### src/rtl/feac_pkg.sv
package feac_pkg;

    localparam int unsigned WORD_BITS     = 16;
    localparam int unsigned FLAG_BITS     = 8;
    localparam int unsigned MSG_BITS      = 6;
    localparam int unsigned CHAN_RUN_LO   = 33;
    localparam int unsigned CHAN_RUN_HI   = 60;
    localparam int unsigned NUM_CHAN      = CHAN_RUN_HI - CHAN_RUN_LO + 1 + 2;
    localparam int unsigned CHAN_IDX_BITS = $clog2(NUM_CHAN);

    typedef logic [MSG_BITS-1:0] msg_t;

    localparam msg_t MSG_ACT   = 6'b000111;
    localparam msg_t MSG_DEACT = 6'b011100;
    localparam msg_t MSG_CHX_A = 6'b010011;
    localparam msg_t MSG_CHX_B = 6'b011011;

    typedef enum logic [1:0] {
        CLS_ALARM,
        CLS_ACT,
        CLS_DEACT,
        CLS_CHAN
    } msg_cls_e;

    typedef enum logic [1:0] {
        PEND_NONE,
        PEND_SET,
        PEND_CLR
    } pend_e;

    typedef struct packed {
        logic good;
        msg_t msg;
    } word_t;

    // Window bit 0 is the oldest bit received.
    function automatic word_t parse_window(input logic [WORD_BITS-1:0] w);
        word_t r;
        r.good = (w[FLAG_BITS-1:0] == '1) && !w[FLAG_BITS] && !w[WORD_BITS-1];
        r.msg  = w[FLAG_BITS+1 +: MSG_BITS];
        return r;
    endfunction

    function automatic msg_cls_e classify(input msg_t m);
        msg_cls_e c;
        if (m == MSG_ACT)
            c = CLS_ACT;
        else if (m == MSG_DEACT)
            c = CLS_DEACT;
        else if (m == MSG_CHX_A || m == MSG_CHX_B ||
                 (m >= MSG_BITS'(CHAN_RUN_LO) && m <= MSG_BITS'(CHAN_RUN_HI)))
            c = CLS_CHAN;
        else
            c = CLS_ALARM;
        return c;
    endfunction

    function automatic logic [CHAN_IDX_BITS-1:0] chan_of(input msg_t m);
        logic [CHAN_IDX_BITS-1:0] idx;
        msg_t diff;
        diff = m - MSG_BITS'(CHAN_RUN_LO);
        if (m == MSG_CHX_A)
            idx = CHAN_IDX_BITS'(NUM_CHAN - 2);
        else if (m == MSG_CHX_B)
            idx = CHAN_IDX_BITS'(NUM_CHAN - 1);
        else
            idx = diff[CHAN_IDX_BITS-1:0];
        return idx;
    endfunction

endpackage

### src/rtl/feac_framer.sv
module feac_framer
    import feac_pkg::*;
(
    input  logic  clk,
    input  logic  rst,
    input  logic  en,
    input  logic  bit_vld,
    input  logic  bit_in,
    output logic  word_stb,
    output word_t word_q
);

    localparam int unsigned POS_W = $clog2(WORD_BITS);
    localparam logic [POS_W-1:0] POS_LAST = POS_W'(WORD_BITS - 1);

    logic [WORD_BITS-1:0] win_q;
    logic [WORD_BITS-1:0] win_d;
    logic                 locked_q;
    logic [POS_W-1:0]     pos_q;
    word_t                cand;

    always_comb begin
        win_d = {bit_in, win_q[WORD_BITS-1:1]};
        cand  = parse_window(win_d);
    end

    always_ff @(posedge clk) begin
        if (rst || !en) begin
            win_q    <= '0;
            locked_q <= 1'b0;
            pos_q    <= '0;
            word_stb <= 1'b0;
            word_q   <= '0;
        end else begin
            word_stb <= 1'b0;
            if (bit_vld) begin
                win_q <= win_d;
                if (!locked_q) begin
                    if (cand.good) begin
                        locked_q <= 1'b1;
                        pos_q    <= '0;
                        word_stb <= 1'b1;
                        word_q   <= cand;
                    end
                end else if (pos_q == POS_LAST) begin
                    pos_q    <= '0;
                    word_stb <= 1'b1;
                    word_q   <= cand;
                    locked_q <= cand.good;
                end else begin
                    pos_q <= pos_q + 1'b1;
                end
            end
        end
    end

endmodule

### src/rtl/feac_validator.sv
module feac_validator
    import feac_pkg::*;
#(
    parameter int unsigned REPEATS = 4
) (
    input  logic  clk,
    input  logic  rst,
    input  logic  en,
    input  logic  word_stb,
    input  word_t word_in,
    output logic  acc_stb,
    output msg_t  acc_msg
);

    localparam int unsigned CNT_W = $clog2(REPEATS + 1);
    localparam logic [CNT_W-1:0] REP_MAX = CNT_W'(REPEATS);
    localparam logic [CNT_W-1:0] REP_PRE = CNT_W'(REPEATS - 1);
    localparam logic [CNT_W-1:0] REP_ONE = CNT_W'(1);

    logic [CNT_W-1:0] rep_q;
    msg_t             last_q;

    always_ff @(posedge clk) begin
        if (rst || !en) begin
            rep_q   <= '0;
            last_q  <= '0;
            acc_stb <= 1'b0;
            acc_msg <= '0;
        end else begin
            acc_stb <= 1'b0;
            if (word_stb) begin
                acc_msg <= word_in.msg;
                if (!word_in.good) begin
                    rep_q <= '0;
                end else if (rep_q != '0 && word_in.msg == last_q) begin
                    if (rep_q != REP_MAX)
                        rep_q <= rep_q + 1'b1;
                    if (rep_q == REP_PRE)
                        acc_stb <= 1'b1;
                end else begin
                    rep_q  <= REP_ONE;
                    last_q <= word_in.msg;
                    if (REPEATS == 1)
                        acc_stb <= 1'b1;
                end
            end
        end
    end

endmodule

### src/rtl/feac_action.sv
module feac_action
    import feac_pkg::*;
(
    input  logic                clk,
    input  logic                rst,
    input  logic                en,
    input  logic                acc_stb,
    input  msg_t                acc_msg,
    input  logic                irq_clr,
    output msg_t                alarm_code,
    output logic                alarm_irq,
    output logic [NUM_CHAN-1:0] lb_flags
);

    msg_cls_e                 cls;
    logic [CHAN_IDX_BITS-1:0] idx;
    logic                     take;
    logic                     chan_hit;
    logic                     alarm_hit;
    pend_e                    pend_q;

    always_comb begin
        cls       = classify(acc_msg);
        idx       = chan_of(acc_msg);
        take      = en && acc_stb;
        chan_hit  = take && (cls == CLS_CHAN);
        alarm_hit = take && (cls == CLS_ALARM);
    end

    always_ff @(posedge clk) begin
        if (rst || !en) begin
            pend_q <= PEND_NONE;
        end else if (take) begin
            case (cls)
                CLS_ACT:   pend_q <= PEND_SET;
                CLS_DEACT: pend_q <= PEND_CLR;
                default:   pend_q <= PEND_NONE;
            endcase
        end
    end

    always_ff @(posedge clk) begin
        if (rst) begin
            alarm_code <= '0;
            alarm_irq  <= 1'b0;
        end else begin
            if (alarm_hit)
                alarm_code <= acc_msg;
            if (alarm_hit)
                alarm_irq <= 1'b1;
            else if (irq_clr)
                alarm_irq <= 1'b0;
        end
    end

    for (genvar i = 0; i < NUM_CHAN; i++) begin : g_flag
        logic flag_q;
        always_ff @(posedge clk) begin
            if (rst) begin
                flag_q <= 1'b0;
            end else if (chan_hit && idx == CHAN_IDX_BITS'(i)) begin
                if (pend_q == PEND_SET)
                    flag_q <= 1'b1;
                else if (pend_q == PEND_CLR)
                    flag_q <= 1'b0;
            end
        end
        assign lb_flags[i] = flag_q;
    end

endmodule

### src/rtl/feac_rx.sv
module feac_rx
    import feac_pkg::*;
#(
    parameter int unsigned REPEATS = 4
) (
    input  logic                clk,
    input  logic                rst,
    input  logic                cbit_mode,
    input  logic                bit_vld,
    input  logic                c3_bit,
    input  logic                irq_clr,
    output logic [MSG_BITS-1:0] alarm_code,
    output logic                alarm_irq,
    output logic [NUM_CHAN-1:0] lb_flags
);

    logic  word_stb;
    word_t word_q;
    logic  word_good;
    logic  acc_stb;
    msg_t  acc_msg;

    assign word_good = word_q.good;

    feac_framer u_framer (
        .clk      (clk),
        .rst      (rst),
        .en       (cbit_mode),
        .bit_vld  (bit_vld),
        .bit_in   (c3_bit),
        .word_stb (word_stb),
        .word_q   (word_q)
    );

    feac_validator #(.REPEATS(REPEATS)) u_validator (
        .clk      (clk),
        .rst      (rst),
        .en       (cbit_mode),
        .word_stb (word_stb),
        .word_in  (word_q),
        .acc_stb  (acc_stb),
        .acc_msg  (acc_msg)
    );

    feac_action u_action (
        .clk        (clk),
        .rst        (rst),
        .en         (cbit_mode),
        .acc_stb    (acc_stb),
        .acc_msg    (acc_msg),
        .irq_clr    (irq_clr),
        .alarm_code (alarm_code),
        .alarm_irq  (alarm_irq),
        .lb_flags   (lb_flags)
    );

endmodule

### config.mk
export PLATFORM = sky130hd
export DESIGN_NAME = feac_rx
export DESIGN_NICKNAME = d
export VERILOG_FILES = /design/src/rtl/feac_pkg.sv /design/src/rtl/feac_framer.sv /design/src/rtl/feac_validator.sv /design/src/rtl/feac_action.sv /design/src/rtl/feac_rx.sv
export SDC_FILE = /design/constraint.sdc
export NUM_CORES = 1
export LEC_CHECK = 0
export ABC_AREA = 1
export BUFFER_PORTS_ARGS = -buffer_cell sky130_fd_sc_hd__buf_2
export CORE_MARGIN = 2
export CORE_UTILIZATION = 47
export CTS_BUF_LIST = sky130_fd_sc_hd__clkbuf_4
export CTS_CLUSTER_DIAMETER = 40
export DETAILED_ROUTE_END_ITERATION = 8
export PLACE_DENSITY = 0.62
export RECOVER_POWER = 25
export SLEW_MARGIN = 20
export SYNTH_ARGS = -nofsm -noshare
export SYNTH_HDL_FRONTEND = slang
export SYNTH_SLANG_ARGS = --single-unit
export TNS_END_PERCENT = 100
### constraint.sdc
create_clock -name clk -period 5.1 [get_ports clk]
set_input_delay 1.02 -clock clk [delete_from_list [all_inputs] [get_ports clk]]
set_output_delay 1.02 -clock clk [all_outputs]
set_load 0.01 [all_outputs]
==> results.ini <==
[outcome]
status=finished clean

[global_route]
grt_overflow_total=0
grt_pass1_wl_microns=14500
antenna_found_initial=0
grt_max_degree=32
grt_pass1_vias=3266
grt_usage_pct=18.05

[clock_network]
cts_buffers=9
cts_max_level=3
cts_hold_buf=0
clock-sinks=83
cts_root_buf=clkbuf_4
insertion_delay_ns=0.44
cts_resized=0
post_cts.repair.setup_buffers=0
cts_tree=yes
cts_buffer_depth=2
clk_pin_slew_worst_paths_ns=0.14

[critical_path]
reg2regPathDepth=10
crit_path_end=u_framer.pos_q[3]
r2r_end=u_action.g_flag[2].flag_q
path_buf_inv=4
r2r-start=u_validator.acc_msg[0]
critPathTopFamily=buffers and inverters
worst-path-stages=7
crit_start=rst
critPathKind=input port to register
critPathCaptureType=register
critPathSlowestCell=inv_1
worstPathCellList=clkbuf_1 > inv_1 > buf_4 > nand2_1 > inv_1 > nand2_1 > nor3b_1
worst_ep_required_time_ns=5.47
worstPathArrival_ns=3.26
r2r_slack_ns=2.79
crit_path_start_kind=input port
crit_fanout=31
cpPeakStageDelay_ns=0.68

[detailed_routing]
wl_microns=8501
via_per_inst=4.985
ant_nets=0
wl_per_cell_microns=11.84
dr.first_iter.drc_count=101
drc=0
via_count=3579
drtPass1Iterations=4

[placement]
numPortBuffers=42
placed_area_sq_mm=0.004277
place.gp.congestion=0.8899
dp_hpwl_microns=6113

[power_and_ir_drop]
power_density_mw_per_mm2=232.6
p_total_mw=1.016
p_leak_nw=1.907
irDropWorstVdd_v=0.0001363

[timing]
setup_violations=0
tightestPinTransition_ns=0.6897
final.period_utilization_pct=56.68
finClkSkew_ns=0.01513
drv_slew=0
setup_tns_ns=0
hold_viol_final=0
slew_headroom_pct=53.91
rsz0062_at_grt=false
fmax_mhz=345.9
layout_min_cycle_time_ns=2.891

[cells_and_area]
drive_gt1_share_pct=11.31
regArea_sq_mm=0.001662
finalInstanceArea_sq_mm=0.004367
antennaDiodeCount=0
nets=620
multi_input_area_sq_mm=0.002008
area_growth_pct=2.346
num-fill-cells=923

[floorplan]
start_util_pct=48.69
rows=34
die-area_sq_mm=0.009856
coreArea_sq_mm=0.008763
die_h_microns=99.28
ios=43
die_w_microns=99.28

[hold_path]
hp-class=register to register

[yosys]
synth_edf_count=0
yosys.area.top_type_share_pct=38.94
synth_seq_cells=83
synthFlopType=dfxtp_1
syn_inst=601
synth_area_leader_cell=dfxtp_1
synth_area_per_cell_sq_um=7.099
netlist_top_cells_area=dfxtp_1 39%, nand2_1 11%, nor2_1 7.6%
synth-seq-area-share_pct=38.94
yosys.cell_types.count=34
synth_area_sq_mm=0.004267
syn_nets=616
synthArstFlopShare_pct=0
yosysWarnings=0
synthTopCellsByCount=121 x nand2_1, 86 x nor2_1, 83 x dfxtp_1
synth_most_common_cell=nand2_1

[job]
drv_cap=0

metrics by stage:
stage / std cells / hold WS (ns) / util, % / setup WS, ns
6_report: 718 / 0.4715 / 49.83 / 2.209
5_1_grt: 718 / 0.4989 / 49.83 / 1.927
4_1_cts: 718 / 0.4744 / 50.07 / 2.485
3_5_place_dp: 702 / 0.4545 / 48.80 / 2.003
3_3_place_gp: 702 / 0.4385 / 48.80 / 2.085
2_1_floorplan: 601 / 0.4280 / - / 3.015
worst min path at each step:
stage	startpoint	end	slack, ns	depth (start not counted)
final	u_action.alarm_irq	u_action.alarm_irq	0.47	2
after global routing	u_validator.last_q[2]	u_validator.last_q[2]	0.50	2
after CTS	u_action.alarm_irq	u_action.alarm_irq	0.47	2
after detailed placement	u_action.alarm_irq	u_action.alarm_irq	0.45	2
after global placement	u_framer.win_q[1]	u_framer.win_q[1]	0.44	2
after floorplan	u_framer.win_q[1]	u_framer.win_q[1]	0.43	2
registers in the layout (all words and copies together), names as in the netlist:
register,count
u_framer.pos_q,4
u_validator.rep_q,3
u_validator.acc_stb,1
u_framer.word_q,7
u_action.alarm_irq,1
u_validator.last_q,6
u_validator.acc_msg,6
u_action.g_flag.flag_q,30
u_framer.word_stb,1
u_action.alarm_code,6
u_action.pend_q,2
u_framer.win_q,15
u_framer.locked_q,1
routing by layer:
metal | global-route usage [%] | share of wire [%] | vias to the layer above
met4 | 7.165 | 1.5 | 0
met3 | 3.935 | 3.3 | 11
met1 | 22.79 | 48 | 1626
li1 | - | - | 1895
met5 | 0 | 0 | -
met2 | 30.09 | 48 | 47
area by class of cell:
class,instances,share of cell area (%)
multi-input cells,401,45.99
flip-flops and latches,83,38.05
well taps,108,3.095
clock inverters,7,1.003
repair buffers,43,4.556
clock buffers,9,1.547
inverters,67,5.759
cell usage in the layout (no fill, tap or decap):
cell,netlist,routed
nand2_2,2,1
nand2_1,121,122
a22oi_1,1,1
xor2_1,1,1
and2_1,1,1
nand4_4,1,1
nand3b_1,4,4
a21oi_4,1,1
clkbuf_4,0,9
clkinv_1,0,2
nor3b_1,1,1
nor2_2,8,8
nor3_1,4,4
a211oi_1,1,1
nand2_4,6,6
nand3_4,2,2
buf_4,32,1
inv_6,0,1
o22ai_1,1,1
dfxtp_1,83,83
clkinv_2,0,2
xnor2_1,2,2
buf_2,3,27
inv_2,2,2
nand4_1,11,11
inv_1,65,65
clkinv_4,0,2
clkbuf_1,10,15
nor2_8,1,1
a21oi_1,57,57
nor2_4,5,5
o21ai_0,26,26
ha_1,9,9
nand3_1,48,48
nor2_1,86,86
and3_1,1,1
logic make-up (layout without fill, tap and decap cells):
family                   after synthesis  count (layout)  share of synthesized area [%]
adder cells (fa/ha/maj)                9               9                          2.639
XOR/XNOR                               3               3                         0.6159
AND/OR/NAND/NOR                      302             302                          33.26
AO/OA/AOI/OAI                         87              87                          10.62
flip-flops                            83              83                          38.94
buffers and inverters                117             126                          13.93
worst min-delay path, cell delays in order, from the launching register on:
cell and delay [ns]:
dfxtp_1 0.33, nand2_1 0.06, a21oi_1 0.05
power by group:
part | switching, mW | total (mW) | internal (mW)
Combinational | 0.0191 | 0.0259 | 0.00680
Clock | 0.239 | 0.337 | 0.0989
Sequential | 0.00148 | 0.652 | 0.651
Total | 0.259 | 1.02 | 0.757
Power figures use the tool's default switching activity.
